--- src/rtl/tc_pkg.sv ---
`timescale 1ns/1ps
package tc_pkg;
  localparam int unsigned BYTE_W = 8;

  typedef enum logic [1:0] {
    LIVE_HOLD,
    LIVE_CLEAR,
    LIVE_LOAD,
    LIVE_DEC
  } live_op_e;
endpackage

--- src/rtl/tc_shadow.sv ---
`timescale 1ns/1ps
module tc_shadow import tc_pkg::*; #(
  parameter int unsigned BYTES  = 3,
  parameter int unsigned ADDR_W = 2
) (
  input  logic                      clk_i,
  input  logic                      rst_ni,
  input  logic                      soft_rst_i,
  input  logic                      wr_i,
  input  logic [ADDR_W-1:0]         addr_i,
  input  logic [BYTE_W-1:0]         wdata_i,
  output logic [BYTE_W*BYTES-1:0]   shadow_o,
  output logic                      hi_written_o
);
  localparam int unsigned HI_IDX = BYTES - 1;

  for (genvar b = 0; b < BYTES; b++) begin : g_byte
    logic [BYTE_W-1:0] byte_q;
    always_ff @(posedge clk_i or negedge rst_ni) begin
      if (!rst_ni)                                  byte_q <= '0;
      else if (soft_rst_i)                          byte_q <= '0;
      else if (wr_i && (32'(addr_i) == 32'(b)))     byte_q <= wdata_i;
    end
    assign shadow_o[b*BYTE_W +: BYTE_W] = byte_q;
  end

  // sticky until hard or soft reset
  logic written_q;
  always_ff @(posedge clk_i or negedge rst_ni) begin
    if (!rst_ni)                                    written_q <= 1'b0;
    else if (soft_rst_i)                            written_q <= 1'b0;
    else if (wr_i && (32'(addr_i) == HI_IDX))       written_q <= 1'b1;
  end
  assign hi_written_o = written_q;
endmodule

--- src/rtl/tc_live.sv ---
`timescale 1ns/1ps
module tc_live import tc_pkg::*; #(
  parameter int unsigned CNT_W = 24
) (
  input  logic             clk_i,
  input  logic             rst_ni,
  input  live_op_e         op_i,
  input  logic [CNT_W-1:0] load_i,
  input  logic [CNT_W-1:0] dec_cnt_i,
  output logic [CNT_W-1:0] cnt_o,
  output logic             zero_hit_o,
  output logic             tc_o
);
  logic [CNT_W-1:0] cnt_q, cnt_d, dec_res;
  logic             tc_q;

  always_comb begin
    dec_res    = (cnt_q > dec_cnt_i) ? (cnt_q - dec_cnt_i) : '0;
    zero_hit_o = (op_i == LIVE_DEC) && (cnt_q != '0) && (dec_res == '0);
    unique case (op_i)
      LIVE_CLEAR: cnt_d = '0;
      LIVE_LOAD:  cnt_d = load_i;
      LIVE_DEC:   cnt_d = dec_res;
      default:    cnt_d = cnt_q;
    endcase
  end

  always_ff @(posedge clk_i or negedge rst_ni) begin
    if (!rst_ni) begin
      cnt_q <= '0;
      tc_q  <= 1'b0;
    end else begin
      cnt_q <= cnt_d;
      tc_q  <= zero_hit_o;
    end
  end

  assign cnt_o = cnt_q;
  assign tc_o  = tc_q;
endmodule

--- src/rtl/tc_len.sv ---
`timescale 1ns/1ps
module tc_len #(
  parameter int unsigned CNT_W         = 24,
  parameter int unsigned ZERO_LEN_LOG2 = 16
) (
  input  logic [CNT_W-1:0] cnt_i,
  input  logic [CNT_W-1:0] remain_i,
  output logic [CNT_W-1:0] eff_len_o,
  output logic [CNT_W-1:0] xfer_len_o
);
  localparam logic [CNT_W-1:0] ZERO_LEN = CNT_W'(1) << ZERO_LEN_LOG2;

  assign eff_len_o  = (cnt_i == '0) ? ZERO_LEN : cnt_i;
  assign xfer_len_o = (remain_i < eff_len_o) ? remain_i : eff_len_o;
endmodule

--- src/rtl/tc_xfer_counter.sv ---
`timescale 1ns/1ps
module tc_xfer_counter import tc_pkg::*; #(
  parameter int unsigned BYTES         = 3,
  parameter int unsigned ADDR_W        = 2,
  parameter logic [7:0]  CHIP_ID       = 8'hA2,
  parameter int unsigned ZERO_LEN_LOG2 = 16
) (
  input  logic                    clk_i,
  input  logic                    rst_ni,
  input  logic                    soft_rst_i,
  input  logic                    reg_wr_i,
  input  logic [ADDR_W-1:0]       reg_addr_i,
  input  logic [BYTE_W-1:0]       reg_wdata_i,
  output logic [BYTE_W-1:0]       reg_rdata_o,
  input  logic                    cmd_wr_i,
  input  logic                    cmd_dma_i,
  input  logic                    done_i,
  input  logic                    dec_i,
  input  logic [BYTE_W*BYTES-1:0] dec_cnt_i,
  input  logic [BYTE_W*BYTES-1:0] remain_i,
  output logic [BYTE_W*BYTES-1:0] eff_len_o,
  output logic [BYTE_W*BYTES-1:0] xfer_len_o,
  output logic                    tc_o,
  output logic                    tc_zero_o,
  output logic                    dma_mode_o
);
  localparam int unsigned CNT_W  = BYTE_W * BYTES;
  localparam int unsigned HI_IDX = BYTES - 1;

  logic [CNT_W-1:0] shadow_q;
  logic [CNT_W-1:0] live_q;
  logic             hi_written;
  logic             zero_hit;
  logic             cnt_wr;
  logic             tc_zero_q;
  logic             dma_mode_q;
  live_op_e         live_op;

  assign cnt_wr = reg_wr_i && (32'(reg_addr_i) < BYTES);

  tc_shadow #(.BYTES(BYTES), .ADDR_W(ADDR_W)) u_shadow (
    .clk_i       (clk_i),
    .rst_ni      (rst_ni),
    .soft_rst_i  (soft_rst_i),
    .wr_i        (reg_wr_i),
    .addr_i      (reg_addr_i),
    .wdata_i     (reg_wdata_i),
    .shadow_o    (shadow_q),
    .hi_written_o(hi_written)
  );

  // clear > reload > decrement
  always_comb begin
    if (soft_rst_i || done_i)        live_op = LIVE_CLEAR;
    else if (cmd_wr_i && cmd_dma_i)  live_op = LIVE_LOAD;
    else if (dec_i)                  live_op = LIVE_DEC;
    else                             live_op = LIVE_HOLD;
  end

  tc_live #(.CNT_W(CNT_W)) u_live (
    .clk_i     (clk_i),
    .rst_ni    (rst_ni),
    .op_i      (live_op),
    .load_i    (shadow_q),
    .dec_cnt_i (dec_cnt_i),
    .cnt_o     (live_q),
    .zero_hit_o(zero_hit),
    .tc_o      (tc_o)
  );

  tc_len #(.CNT_W(CNT_W), .ZERO_LEN_LOG2(ZERO_LEN_LOG2)) u_len (
    .cnt_i     (live_q),
    .remain_i  (remain_i),
    .eff_len_o (eff_len_o),
    .xfer_len_o(xfer_len_o)
  );

  always_ff @(posedge clk_i or negedge rst_ni) begin
    if (!rst_ni)                 tc_zero_q <= 1'b0;
    else if (soft_rst_i)         tc_zero_q <= 1'b0;
    else if (done_i || zero_hit) tc_zero_q <= 1'b1;
    else if (cnt_wr)             tc_zero_q <= 1'b0;
  end

  always_ff @(posedge clk_i or negedge rst_ni) begin
    if (!rst_ni)         dma_mode_q <= 1'b0;
    else if (soft_rst_i) dma_mode_q <= 1'b0;
    else if (cmd_wr_i)   dma_mode_q <= cmd_dma_i;
  end

  assign tc_zero_o  = tc_zero_q;
  assign dma_mode_o = dma_mode_q;

  always_comb begin
    reg_rdata_o = '0;
    for (int b = 0; b < int'(BYTES); b++) begin
      if (32'(reg_addr_i) == 32'(b)) reg_rdata_o = live_q[b*BYTE_W +: BYTE_W];
    end
    if ((32'(reg_addr_i) == HI_IDX) && !hi_written) reg_rdata_o = CHIP_ID;
  end
endmodule

--- config.mk ---
export PLATFORM = sky130hd
export DESIGN_NAME = tc_xfer_counter
export DESIGN_NICKNAME = d
export VERILOG_FILES = /design/src/rtl/tc_pkg.sv /design/src/rtl/tc_shadow.sv /design/src/rtl/tc_live.sv /design/src/rtl/tc_len.sv /design/src/rtl/tc_xfer_counter.sv
export SDC_FILE = /design/constraint.sdc
export NUM_CORES = 1
export LEC_CHECK = 0
export CORE_UTILIZATION = 55
export CTS_CLUSTER_SIZE = 28
export DETAILED_ROUTE_END_ITERATION = 6
export PLACE_DENSITY = 0.93
export SLEW_MARGIN = 10
export SYNTH_ARGS = -nofsm -noshare
export SYNTH_HDL_FRONTEND = slang
export SYNTH_SLANG_ARGS = --single-unit
--- constraint.sdc ---
create_clock -name clk_i -period 5.56 [get_ports clk_i]
set_input_delay 1.112 -clock clk_i [delete_from_list [all_inputs] [get_ports clk_i]]
set_output_delay 1.112 -clock clk_i [all_outputs]
set_load 0.01 [all_outputs]
======== Word level (Yosys, flattened, before mapping) ========
Index checks and enable logic that the tools add are counted.
word-level totals
  register bits after elaboration ......... 52
  input bits .............................. 66
  word-level logic and storage cells ...... 62
cells by class
  $add $sub $neg .......................... 1
  order comparisons ....................... 3
  equality and inequality tests ........... 5
  muxes and demuxes ....................... 24
  reductions and logical operators ........ 21
operator list
  kind                                           count
  2-to-1 mux 8 bit                               10
  2-to-1 mux 24 bit                              3
  case mux 24 bit (3 select lines)               1
  logical NOT 24 bit                             2
  greater-than comparator 24 bit                 1
  < comparator 24 bit                            1
  nonzero test 24 bit                            1
  subtractor 24 bit                              1
  logical AND 1 bit                              8
  nonzero test 2 bit                             4
  2-to-1 mux 1 bit                               7
  == test 2 bit, second input constant           3
  2-to-1 mux 2 bit                               3
  nonzero test 3 bit                             2
  == test 2 x 1 -> 1 bit, second input constant  2
  logical NOT 2 bit                              1
  logical OR 1 bit                               2
  < comparator 2 bit, second input constant      1
  logical NOT 1 bit                              1

======== Longest topological paths before layout ========
Gate-level depths: netlist (run 1).
  depth in word-level cells ............... 9
  gate-level depth with buffers ........... 17
  gate-level depth less buffers ........... 15

======== Cells and area by module ========
Synthesis (run 1) repeated with hierarchy kept, for this count alone.
second synthesis, totals
  cells, all modules ...................... 744
  area, all modules ....................... 6059.6 µm²
modules (own cells, without submodules)
  module           times used  cells each  area each (µm²)  sequential area each (µm²)
  tc_live          1           356         2760.1           625.6
  tc_len           1           251         1838.0           0.0
  tc_shadow        1           94          1139.8           625.6
  tc_xfer_counter  1           43          321.6            50.0

======== Worst setup path after synthesis (run 1) ========
Ideal clock, no wire load.
  kind .................................... input port to output port
  from .................................... in remain_i[17]
  to ...................................... out xfer_len_o[10]
  arrival time ............................ 3.136 ns
  setup slack ............................. 1.312 ns
  cell stages on the path ................. 12
  cells stage by stage .................... ha_1 > a21o_1 > a21o_1 > a21o_1 > a21o_1 > a21oi_1 > nor2b_1 > o21ai_0 > o211a_1 > buf_4 > buf_6 > mux2_1
between the ends
  word-level cells in the longest chain between the ends .. 2
RTL lines
  element              line                   source
  start, declared      tc_xfer_counter.sv:20  input logic [BYTE_W*BYTES-1:0] remain_i,
  < comparator 24 bit  tc_len.sv:14           assign xfer_len_o = (remain_i < eff_len_o) ? remain_i : eff_len_o;
  2-to-1 mux 24 bit    tc_len.sv:14
  end, declared        tc_xfer_counter.sv:22  output logic [BYTE_W*BYTES-1:0] xfer_len_o,
Every way passes these cells.

======== Worst setup path in the final report (run 1) ========
  from .................................... in remain_i[5]
  to ...................................... out xfer_len_o[2]
Same word-level chain as after synthesis.

==> results of run 1 <==
[state kept, by name, summed over array words and instances, names as in the netlist]
name / count
u_live.cnt_o: 24
u_shadow.g_byte.byte_q: 24
dma_mode_o: 1
tc_zero_o: 1
u_live.tc_o: 1
u_shadow.hi_written_o: 1
[metrics by stage]
stage | setup WS [ns] | power [W] | utilization, %
after floorplan | 1.31 | 0.000528 | -
after global placement | 0.402 | 0.000638 | 72.5
after detailed placement | 0.288 | 0.000647 | 72.5
after CTS | 0.220 | 0.000913 | 73.8
after global routing | 0.0179 | 0.000948 | 73.9
final | 0.150 | 0.000917 | 73.9
[cells in the mapped netlist, types with 5 or more instances]
master	instances	area share [%]
nand2_1	57	4.2
inv_1	55	4.1
dfrtp_1	52	26
nor2_1	49	3.6
a21oi_1	48	4.7
ha_1	47	12
clkbuf_1	36	2.7
mux2i_1	24	4.7
o21ai_1	22	2.2
o21ai_0	21	2.1
mux2_1	20	4.4
a21o_1	17	2.5
nand3_1	17	1.7
a22oi_1	14	2.1
xnor2_1	12	2.1
a21oi_2	8	1.4
nand4_1	7	0.86
nor4_1	7	0.86
xor2_1	7	1.2
a31oi_1	6	0.74
o21bai_1	6	0.89
a211oi_1	5	0.74
buf_2	5	0.49
nor2b_1	5	0.62
nor3_1	5	0.49
[power breakdown]
part	leakage [nW]	internal (W)	switching [W]
sequential	0.719	0.000386	0.00000631
clock	0.0548	0.000136	0.000136
combinational	2.13	0.000124	0.000130
total	2.91	0.000645	0.000272
[worst reg2reg max path, stage by stage (launching register included)]
cell	delay, ns
dfrtp_1	0.37
buf_4	0.16
inv_1	0.05
ha_1	0.20
fa_1	0.41
nand2b_1	0.18
a21oi_1	0.26
a21oi_2	0.15
o21bai_1	0.20
xnor2_1	0.20
nand4bb_1	0.20
a2111oi_4	0.38
nand3_1	0.21
a21oi_1	0.19
[path summary, 6_finish.rpt]
path                       cells past startpoint                           end  slack, ns
max                                           12                 xfer_len_o[2]       0.15
min                                            2              u_live.cnt_o[19]       0.50
max reg2reg                                   13                     tc_zero_o       2.31
min reg2reg                                    2              u_live.cnt_o[19]       0.50
max in group asynchronous                      1  u_shadow.g_byte[1].byte_q[3]       4.31
min in group asynchronous                      1                     tc_zero_o       0.81
[cells in the final DEF (no fill, tap or decap), types with 7 or more instances in the layout]
cell type,netlist,routed
clkdlybuf4s50_1,0,123
nand2_1,57,57
inv_1,55,55
dfrtp_1,52,52
nor2_1,49,49
a21oi_1,48,48
ha_1,47,47
mux2i_1,24,24
o21ai_1,22,22
o21ai_0,21,21
buf_4,1,21
mux2_1,20,20
a21o_1,17,17
nand3_1,17,17
a22oi_1,14,14
xnor2_1,12,12
a21oi_2,8,8
nand4_1,7,7
xor2_1,7,7
[cell type report]
class | instances | area (um^2) | area share, %
Clock buffer | 5 | 68.8 | 1.06
Multi-Input combinational cell | 466 | 3360 | 51.7
Sequential cell | 52 | 1300 | 20.0
Tap cell | 108 | 135 | 2.08
Clock inverter | 3 | 46.3 | 0.711
Inverter | 55 | 206 | 3.17
Timing Repair Buffer | 144 | 1390 | 21.3
[cells by family (layout without fill, tap and decap cells)]
logic type / after synthesis / after routing / share of synthesized area [%]
buf+inv: 103 / 207 / 8.27
flops: 52 / 52 / 25.7
compound gates: 177 / 177 / 23.8
simple gates: 173 / 173 / 16.6
mux: 48 / 48 / 10.1
xor+xnor: 20 / 20 / 3.60
fa+ha+maj: 48 / 48 / 12.0
[what timing repair did]
action,CTS,global route
resized for setup,0,1
endpoints found under the hold margin,0,0
endpoints found under the setup margin,0,8
hold buffers,0,0
[routing by layer]
layer | global-route usage (%) | vias up | wire length [um] | part of all wire, %
li1 | - | 2392 | - | -
met1 | 42.5 | 2445 | 6640 | 40
met2 | 60.6 | 311 | 7750 | 47
met3 | 4.51 | 53 | 1310 | 8.0
met4 | 17.2 | 0 | 732 | 4.5
met5 | 0 | - | 0 | 0
==> flow_summary.ini, run 1 <==
[synthesis]
syn_nets = 735
yosysSeqAreaShare_pct = 25.7
ys_ff_latch = 52
async_flop_share_pct = 100
syn_area_um2 = 5070
synthDistinctLibCells = 66
syn_inst = 621
synth_edf_count = 0
synth_ff_type = dfrtp_1
yosysWarnings = 0
synth_area_per_cell_um2 = 8.17

[worst_setup_path]
crit_start = remain_i[5]
slowest_stage = clkdlybuf4s50_1
cp.required_ns = 4.45
max_stage_delay_ns = 0.49
r2r-start = u_live.cnt_o[0]
path_cells = clkdlybuf4s50_1 > ha_1 > a21o_1 > a21o_1 > a21oi_1 > o21a_1 > o21ai_1 > a21oi_1 > o211a_1 > buf_4 > mux2_2 > clkdlybuf4s50_1
crit_family = compound AO/OA/AOI/OAI gates
critPathMaxFanout = 11
critPathBufInv = 3
endpoint_kind = output port
critPathKind = in2out
start_kind = input pin
arrival_ns = 4.30

[status]
violations = design-rule violations
status = finished, violations left

[routing]
vias = 5201
vias_per_cell = 6.24
ant_nets = 0
firstDrtPassIters = 7
drcViolationCount = 13
drtIter0Drc = 458
wl_per_cell_um = 19.7
routed_wl_um = 16400

[place]
routabilityCongestion = 0.975
dp_cells = 825
dpl_cell_area_um2 = 6380
hpwl_um = 12900
io_buffer_count = 124

[clocking]
clock_latency_ns = 0.32
clk_pin_slew_ns = 0.10
post-cts-setup-buffers = 0
numCtsBuffers = 5
cts_htree_levels = 2
cts_num_sinks = 52
cts_tree = done
clk_path_buf_depth = 2
clockRootBuffer = clkbuf_8

[timing]
slew_violations = 0
period_minus_slack_ns = 5.41
worst_pin_slew_ns = 1.01
setup_viol = 0
holdWs_ns = 0.504
relSlewSlack_pct = 32.4
finClkSkew_ns = 0.00666
finalCritPeriodShare_pct = 97.3
fin_tns_setup_ns = 0
rsz0062_at_grt = no
hold_viol = 0
max_freq_mhz = 185

[layout]
final_cells = 833
fillers = 648
design_area_um2 = 6510
nets = 838
syn_to_final_growth_pct = 28.3
drive_gt1_share_pct = 8.55
diodes = 0

[global_routing]
grt_start_max_net_pins = 53
grt_pass1_vias = 5294
grt_first_pass_wirelength_um = 26500
grt_overflow = 0
track_usage_pct = 34.9
antenna_found_initial = 0

[job]
drv_cap = 0

[die]
die_h_um = 98.0
io_pins = 125
die_w_um = 98.0
core_area_um2 = 8810
start_util_pct = 57.6
fp-row-count = 34
die_area_um2 = 9610

[hold_path]
min_from = u_shadow.g_byte[2].byte_q[3]
hold_path.class = reg2reg

[power]
peakVddDrop_mv = 0.106
power_density_nw_per_um2 = 141
power.leakage_nw = 2.91
Note: power is estimated with default switching activity, not from simulation.
==> inputs of run 2 (changes only) <==
Settings changed: ABC_AREA set to 0.
==> results of run 2 <==
The final DEF is identical to that of run 1; final timing and power are the same.
